### config.mk
export PLATFORM = sky130hd
export DESIGN_NAME = txq_wrr_sched
export DESIGN_NICKNAME = d
export VERILOG_FILES = /design/src/rtl/txq_sched_pkg.sv /design/src/rtl/txq_credit_arb.sv /design/src/rtl/txq_queue_ctrl.sv /design/src/rtl/txq_wrr_sched.sv
export SDC_FILE = /design/constraint.sdc
export NUM_CORES = 1
export LEC_CHECK = 0
export CAP_MARGIN = 20
export CELL_PAD_IN_SITES_DETAIL_PLACEMENT = 1
export CELL_PAD_IN_SITES_GLOBAL_PLACEMENT = 1
export CORE_MARGIN = 8
export CORE_UTILIZATION = 38
export CTS_CLUSTER_SIZE = 12
export DETAILED_ROUTE_END_ITERATION = 12
export GPL_TIMING_DRIVEN = 0
export HOLD_SLACK_MARGIN = 0.15
export PLACE_DENSITY_LB_ADDON = 0.25
export SLEW_MARGIN = 20
export SYNTH_ARGS = -nofsm -noshare
export SYNTH_HDL_FRONTEND = slang
export SYNTH_SLANG_ARGS = --single-unit
### constraint.sdc
create_clock -name clk -period 3 [get_ports clk]
set_clock_uncertainty 0.2 [all_clocks]
set_input_delay 0.6 -clock clk [delete_from_list [all_inputs] [get_ports clk]]
set_output_delay 0.6 -clock clk [all_outputs]
set_load 0.01 [all_outputs]
### src/rtl/txq_sched_pkg.sv
package txq_sched_pkg;
    typedef enum logic [1:0] {
        ST_IDLE  = 2'd0,
        ST_SEND  = 2'd1,
        ST_ABORT = 2'd2
    } sched_state_e;

    localparam int NUM_Q = 2;
    localparam int Q_HI  = 0;
    localparam int Q_LO  = 1;
endpackage

### src/rtl/txq_credit_arb.sv
module txq_credit_arb #(
    parameter int CODE_W   = 3,
    parameter int CREDIT_W = CODE_W + 1
) (
    input  logic              clk,
    input  logic              rst_n,
    input  logic              elig_hi,
    input  logic              elig_lo,
    input  logic [CODE_W-1:0] weight_code,
    input  logic              decide,
    input  logic              clear,
    output logic              pick_hi,
    output logic              pick_lo
);
    logic [CREDIT_W-1:0] credit_q;
    logic [CREDIT_W-1:0] limit;
    logic                strict;

    assign strict = (weight_code == '1);
    assign limit  = (weight_code == '0) ? CREDIT_W'(1)
                                        : CREDIT_W'({weight_code, 1'b0});

    always_comb begin
        pick_hi = elig_hi && (strict || !elig_lo || (credit_q < limit));
        pick_lo = elig_lo && !pick_hi;
    end

    always_ff @(posedge clk or negedge rst_n) begin
        if (!rst_n) begin
            credit_q <= '0;
        end else if (clear) begin
            credit_q <= '0;
        end else if (decide && pick_hi) begin
            if (credit_q != '1) credit_q <= credit_q + 1'b1;
        end else if ((decide && pick_lo) || !elig_hi) begin
            credit_q <= '0;
        end
    end

    assert_credit_clear_R3: assert property (@(posedge clk) disable iff (!rst_n)
        !elig_hi |=> (credit_q == '0));
endmodule

### src/rtl/txq_queue_ctrl.sv
module txq_queue_ctrl (
    input  logic clk,
    input  logic rst_n,
    input  logic wr_start,
    input  logic wr_stop,
    input  logic abort,
    input  logic pend,
    input  logic idle_pt,
    output logic run,
    output logic end_irq
);
    logic stop_pend;

    always_ff @(posedge clk or negedge rst_n) begin
        if (!rst_n) begin
            run       <= 1'b0;
            stop_pend <= 1'b0;
            end_irq   <= 1'b0;
        end else begin
            end_irq <= 1'b0;
            if (abort) begin
                run       <= 1'b0;
                stop_pend <= 1'b0;
            end else if (wr_start) begin
                run       <= 1'b1;
                stop_pend <= 1'b0;
            end else if (wr_stop) begin
                run       <= 1'b0;
                stop_pend <= 1'b1;
            end else if (idle_pt && stop_pend) begin
                stop_pend <= 1'b0;
                end_irq   <= 1'b1;
            end else if (idle_pt && run && !pend) begin
                run     <= 1'b0;
                end_irq <= 1'b1;
            end
        end
    end

    assert_start_sets_R6: assert property (@(posedge clk) disable iff (!rst_n)
        (wr_start && !abort) |=> (run && !end_irq));
    assert_stop_clears_R6: assert property (@(posedge clk) disable iff (!rst_n)
        (wr_stop && !wr_start && !abort) |=> !run);
    assert_stop_waits_R7: assert property (@(posedge clk) disable iff (!rst_n)
        (stop_pend && !idle_pt && !abort && !wr_start) |=> (stop_pend && !end_irq));
endmodule

### src/rtl/txq_wrr_sched.sv
module txq_wrr_sched
    import txq_sched_pkg::*;
#(
    parameter int CODE_W = 3
) (
    input  logic              clk,
    input  logic              rst_n,
    input  logic              hi_pend,
    input  logic              lo_pend,
    input  logic              pkt_done,
    input  logic [CODE_W-1:0] weight_code,
    input  logic              cmd_start_hi,
    input  logic              cmd_stop_hi,
    input  logic              cmd_start_lo,
    input  logic              cmd_stop_lo,
    input  logic              cmd_abort,
    output logic              grant_hi,
    output logic              grant_lo,
    output logic              run_hi,
    output logic              run_lo,
    output logic              tx_busy,
    output logic              abort_busy,
    output logic              end_hi_irq,
    output logic              end_lo_irq
);
    sched_state_e     state_q, state_d;
    logic             cur_lo_q;
    logic             decide, pick_hi, pick_lo;
    logic [NUM_Q-1:0] start_v, stop_v, pend_v, idle_v, run_v, irq_v;

    assign start_v = {cmd_start_lo, cmd_start_hi};
    assign stop_v  = {cmd_stop_lo, cmd_stop_hi};
    assign pend_v  = {lo_pend, hi_pend};
    assign decide  = (state_q == ST_IDLE) && !cmd_abort;

    generate
        for (genvar q = 0; q < NUM_Q; q++) begin : g_queue
            assign idle_v[q] = !((state_q == ST_SEND) && (cur_lo_q == (q == Q_LO)));
            txq_queue_ctrl u_qctl (
                .clk      (clk),
                .rst_n    (rst_n),
                .wr_start (start_v[q]),
                .wr_stop  (stop_v[q]),
                .abort    (cmd_abort),
                .pend     (pend_v[q]),
                .idle_pt  (idle_v[q]),
                .run      (run_v[q]),
                .end_irq  (irq_v[q])
            );
        end
    endgenerate

    assign run_hi     = run_v[Q_HI];
    assign run_lo     = run_v[Q_LO];
    assign end_hi_irq = irq_v[Q_HI];
    assign end_lo_irq = irq_v[Q_LO];

    txq_credit_arb #(.CODE_W(CODE_W)) u_arb (
        .clk         (clk),
        .rst_n       (rst_n),
        .elig_hi     (run_v[Q_HI] && hi_pend),
        .elig_lo     (run_v[Q_LO] && lo_pend),
        .weight_code (weight_code),
        .decide      (decide),
        .clear       (cmd_abort),
        .pick_hi     (pick_hi),
        .pick_lo     (pick_lo)
    );

    // next-state logic
    always_comb begin
        state_d = state_q;
        if (cmd_abort) begin
            state_d = ST_ABORT;
        end else begin
            unique case (state_q)
                ST_IDLE:  if (pick_hi || pick_lo) state_d = ST_SEND;
                ST_SEND:  if (pkt_done) state_d = ST_IDLE;
                ST_ABORT: state_d = ST_IDLE;
                default:  state_d = ST_IDLE;
            endcase
        end
    end

    // state register
    always_ff @(posedge clk or negedge rst_n) begin
        if (!rst_n) state_q <= ST_IDLE;
        else        state_q <= state_d;
    end

    // registered outputs
    always_ff @(posedge clk or negedge rst_n) begin
        if (!rst_n) begin
            grant_hi <= 1'b0;
            grant_lo <= 1'b0;
            cur_lo_q <= 1'b0;
        end else begin
            grant_hi <= decide && pick_hi;
            grant_lo <= decide && pick_lo;
            if (decide && pick_hi) cur_lo_q <= 1'b0;
            else if (decide && pick_lo) cur_lo_q <= 1'b1;
        end
    end

    assign tx_busy    = (state_q == ST_SEND);
    assign abort_busy = (state_q == ST_ABORT);

    assert_single_grant_R5: assert property (@(posedge clk) disable iff (!rst_n)
        $onehot0({grant_hi, grant_lo}));
    assert_no_regrant_R5: assert property (@(posedge clk) disable iff (!rst_n)
        (tx_busy && !pkt_done && !cmd_abort) |=> (!grant_hi && !grant_lo));
    assert_grant_busy_R11: assert property (@(posedge clk) disable iff (!rst_n)
        (grant_hi || grant_lo) |-> tx_busy);
    assert_abort_entry_R9: assert property (@(posedge clk) disable iff (!rst_n)
        cmd_abort |=> (abort_busy && !tx_busy && !run_hi && !run_lo && !end_hi_irq && !end_lo_irq));
    assert_abort_clear_R9: assert property (@(posedge clk) disable iff (!rst_n)
        (abort_busy && !cmd_abort) |=> !abort_busy);
    assert_strict_R2: assert property (@(posedge clk) disable iff (!rst_n)
        (decide && (weight_code == '1) && run_hi && hi_pend) |=> grant_hi);
    assert_lo_only_R4: assert property (@(posedge clk) disable iff (!rst_n)
        (decide && run_lo && lo_pend && !(run_hi && hi_pend)) |=> grant_lo);
endmodule

Yosys cells after proc, flatten, opt, wreduce, memory -nomap -nowiden
Cells that the tools add are included.

word-level totals
  flip-flop bits (word level) = 15
  input port bits = 13
  output and inout port bits = 8
  logic and storage cells = 101

operators by class
  add/sub/neg operators = 1
  order comparisons = 1
  equal/unequal tests = 9
  mux-type cells = 39
  bitwise operators = 1
  reduce and logical (&&, ||, !) cells = 39

operators by type and width
  cell                                                                    count
  1-bit two-way mux                                                       30
  4-bit two-way mux                                                       5
  4-bit nonzero test                                                      4
  1-bit logical AND                                                       15
  4-bit != test (second input constant)                                   3
  1-bit logical NOT                                                       8
  2-bit AND reduction                                                     4
  2-bit two-way mux                                                       3
  3-bit by 2-bit != test with 1-bit output (second input constant)        2
  4-bit by 1-bit adder with 4-bit output (second input constant)          1
  1-bit logical OR                                                        4
  4-bit less-than comparator                                              1
  2-bit one-hot mux with 2 select lines                                   1
  3-bit equality test (second input constant)                             1
  3-bit logical NOT                                                       1
  3-bit != test (second input constant)                                   1
  3-bit nonzero test                                                      1
  2-bit by 1-bit equality test with 1-bit output (second input constant)  1
  2-bit equality test (second input constant)                             1
  2-bit logical NOT                                                       1
  2-bit nonzero test                                                      1
  1-bit NOT                                                               1

Logic depth before layout (Yosys ltp)
  word-level depth = 12
  mapped depth = 7
  gate-level depth less buffers = 7

Cells and area by module
A second synthesis with hierarchy kept.

second synthesis, totals
  cell total of the unflattened synthesis = 80
  area, all modules = 862.1 sq um

by module, submodules not included
  module          times used  cells an instance  area each (sq um)  sequential area each (sq um)
  txq_credit_arb  1           36                 351.6              100.1
  txq_queue_ctrl  2           13                 140.1              75.1
  txq_wrr_sched   1           18                 230.2              125.1

Worst setup path before layout
No wires, ideal clock.

  kind = input port to flip-flop
  start point = input weight_code[2]
  end point = register u_arb.credit_q[2]
  library setup time = 0.087 ns
  arrival = 1.967 ns
  required time = 2.713 ns
  path slack = 0.746 ns
  stages on the path = 5
  buffers on the path = 0
  path through = or4_1 a41o_1 o211ai_4 a41oi_1 a211oi_2

between the ends
  longest elaborated chain between the ends = 11
  elaborated cells on any way between the ends = 17
  those cells by class = order compare (1); eq/ne (2); mux (3); reduce/logical (11)

ends and longest elaborated chain
  what                           line                  RTL
  from (decl)                    txq_wrr_sched.sv:11   input logic [CODE_W-1:0] weight_code,
  3-bit logical NOT              txq_credit_arb.sv:20  assign limit = (weight_code == '0) ? CREDIT_W'(1)
  4-bit two-way mux              txq_credit_arb.sv:20
  4-bit less-than comparator     txq_credit_arb.sv:24  pick_hi = elig_hi && (strict || !elig_lo || (credit_q < limit));
  1-bit logical OR *             txq_credit_arb.sv:24
  1-bit logical AND *            txq_credit_arb.sv:24
  1-bit logical NOT              txq_credit_arb.sv:25  pick_lo = elig_lo && !pick_hi;
  1-bit logical AND              txq_credit_arb.sv:25
  1-bit logical AND              txq_credit_arb.sv:35  end else if ((decide && pick_lo) || !elig_hi) begin
  1-bit logical OR               txq_credit_arb.sv:35
  3-bit nonzero test (no line)   -
  2-bit AND reduction (no line)  -
  to (signal assigned)           txq_credit_arb.sv:34  if (credit_q != '1) credit_q <= credit_q + 1'b1;
  to (decl)                      txq_credit_arb.sv:15  logic [CREDIT_W-1:0] credit_q;

Every way passes the cells marked *; elsewhere a longest branch is shown, timed or not.
A chain may end at the register's enable or synchronous reset.

Worst setup path after layout
  start point = input weight_code[2]
  end point = register u_arb.credit_q[3]

The elaborated chain is that of the path after synthesis.

==> summary.txt <==
GRT
  • First-pass GRT wire length: about 4 mm
  • Vias in the first global route: 840
  • GRT Util Overall: 0.125
  • Total grt overflow: 0
  • Initial antenna violation count: 0
  • Largest net degree at the start of global routing: 16

Synth
  • EDFF count, synth: 0
  • Synth warn: 0
  • Ys flop type: dfrtp_1
  • Seq/Total Area, Yosys: 0.459
  • Syn Area/Cell: 9.50 sq um
  • Mapped Cells: 86
  • Mapped Area: between 800 and 900 sq um
  • Async S/R FF share, synth: 1.00
  • Library cells used by synthesis: 28
  • Seq cells post-synth: 15
  • Syn nets: 103

Critical path
  • Critical path class: in2reg
  • CP Max Fanout: 4
  • Critical path startpoint category: input pin
  • Critical path buffer and inverter count: 1
  • Slowest cell on the critical path: or4_1
  • Worst EP required: 2.99 ns
  • Reg-to-reg slack, setup: 0.89 ns
  • WP data arrival: 2.52 ns
  • CP endpoint kind: register
  • CP max stage delay: 0.53 ns
  • CP top delay family: compound AO/OA/AOI/OAI gates
  • CP Cell Sequence: clkdlybuf4s50_1 -> or4_1 -> a41o_1 -> o21ai_1 -> o21ai_1 -> a211oi_1
  • Crit-path most repeated cell: o21ai_1

Timing
  • Final min period: 2.53 ns
  • Setup tns final: 0 ns
  • FMAX: roughly 400 MHz
  • Final hold slack: 0.349 ns
  • Slew HR: 0.539
  • Worst-Margin Slew: 0.690 ns
  • Final hold vios: 0
  • RSZ-0062 raised after global routing: false
  • Pins over their slew limit: 0
  • Period utilization: 0.843
  • Final setup fails: 0

Route
  • First-pass DRT Iterations: 4
  • Antenna Violating Nets Remaining: 0
  • WL per Instance: around 17 microns
  • Post-route DRC violation count: 0
  • Final wirelength: roughly 2.3 mm
  • Vias per Instance: ~5.4
  • DR iter-0 viols: 10
  • Vias: 744

Clock tree
  • CTS tree: done
  • Resize count post-CTS: 0
  • Clock sinks: 15
  • Post-CTS setup buffer count: 0
  • CTS clk-pin slew, worst paths: 0.09 ns
  • Total CTS buffers: 3
  • Longest Clk Path Bufs: 2
  • H-tree depth: 1
  • Clk Latency, worst-skew pair: 0.29 ns
  • CTS Hold Bufs: 0
  • Root Buffer: clkbuf_4

Layout
  • Final core occ: 0.538
  • Most frequent cells in the layout: clkdlybuf4s50_1, dfrtp_1, nor2_1, nor3_1, inv_1
  • Diode count: 0
  • FF/Latch Area: between 300 and 400 sq um
  • Filler instances: approximately 230
  • Commonest non-fill, non-tap cell in the layout: clkdlybuf4s50_1
  • Non-filler instance count after layout: 137
  • Final #Nets: approximately 130
  • Layout cells sized above 1: 0.0545
  • Area of the multi-input gates: between 400 and 500 sq um
  • Area delta synth->final: 31.9%

Placement
  • Hpwl dp: roughly 1.8 mm
  • Global placement routability congestion: 0.692
  • Port bufs: 20
  • DP Cell Count: 133

Floorplanning
  • Cell Rows: 16
  • Die ar.: 3890 sq um
  • Area of the core: 2000 sq um
  • Initial Utilization: 0.408
  • # IOs: 21
  • DIE HEIGHT: approximately 62 microns
  • Chip Width: 62.4 microns

Pwr
  • Switching share of power: 0.262
  • Clock power share: 0.295
  • Peak supply drop: about 0.24 mV
  • Flop pwr share: 0.548
  • Psw: 0.105 mW
  • Pwr/cell area: between 300 and 400 nW/um^2
  • Int Power: around 0.30 mW
  • Leakage: 0.462 nW
  • Combinational power share: 0.157

Flow run
  • Max-Cap Viols: 0

Run status
  • Status: finished, final reports clean

Min path
  • Worst hold path type: reg2reg
==> power by group through the flow <==
| stage | sequential (mW) | clock (mW) | combinational, mW |
|---|---|---|---|
| after floorplan | 0.222 | 0 | 0.0250 |
| after global placement | 0.222 | 0 | 0.0609 |
| after detailed placement | 0.223 | 0 | 0.0636 |
| after CTS | 0.219 | 0.123 | 0.0642 |
| after global routing | 0.220 | 0.132 | 0.0705 |
| final | 0.219 | 0.118 | 0.0628 |
==> path summary, 6_finish.rpt <==
kind | start | to | cells after the start
hold / removal | cur_lo_q | cur_lo_q | 1
setup reg to reg | u_arb.credit_q[0] | u_arb.credit_q[3] | 5
hold reg to reg | cur_lo_q | cur_lo_q | 1
min in group asynchronous | rst_n | grant_lo | 1
max in group asynchronous | rst_n | u_arb.credit_q[1] | 1
setup / recovery | weight_code[2] | u_arb.credit_q[3] | 6
==> state kept, by name, indices dropped and copies added, names as in the netlist <==
signal                    flops
u_arb.credit_q                4
g_queue.u_qctl.end_irq        2
g_queue.u_qctl.run            2
g_queue.u_qctl.stop_pend      2
state_q                       2
cur_lo_q                      1
grant_hi                      1
grant_lo                      1
==> Yosys cell counts (2+ instances only) <==
cell type	n	area share
a211oi_1	2	0.018
nor3_1	7	0.043
o22ai_1	2	0.015
nor2_1	10	0.046
inv_1	5	0.023
nand4_1	3	0.023
dfrtp_1	15	0.46
o21ai_1	2	0.012
and3b_1	2	0.021
o21ai_0	2	0.012
nand3_1	3	0.018
a21oi_1	4	0.025
clkbuf_1	3	0.014
nor2b_1	4	0.031
nand2_1	4	0.018
ha_1	4	0.061
nor3b_1	3	0.028
==> layout make-up <==
type | count | area share
multi-input cells | 63 | 0.382
flip-flops and latches | 15 | 0.348
repair buffers | 20 | 0.186
well taps | 27 | 0.0314
clock buffers | 4 | 0.0244
inverters | 5 | 0.0174
plain buffers | 3 | 0.0105
==> metal layers <==
layer | up-vias | share of wire | track usage
met5 | - | 0 | 0
met1 | 366 | 0.44 | 0.139
met3 | 0 | 0.052 | 0.0412
li1 | 363 | - | -
met2 | 15 | 0.51 | 0.213
met4 | 0 | 0 | 0.0513
==> through the flow <==
step                      instance area, sq um  worst slack [ns]  total power [mW]
final                                     1080             0.472             0.400
after global routing                      1080             0.373             0.423
after CTS                                 1080             0.491             0.406
after detailed placement                  1050             0.195             0.287
after global placement                    1050             0.220             0.283
after floorplan                            817             0.746             0.247
==> logic make-up (layout without fill, tap and decap cells) <==
| logic type | after synthesis | in the layout | synth area share |
|---|---|---|---|
| AOI/OAI and AO/OA | 19 | 19 | 0.178 |
| adders and majority gates | 4 | 4 | 0.0613 |
| buffers and inverters | 8 | 32 | 0.0368 |
| DFF | 15 | 15 | 0.459 |
| and+or+nand+nor | 40 | 40 | 0.265 |
(Power assumes the default switching activity.)
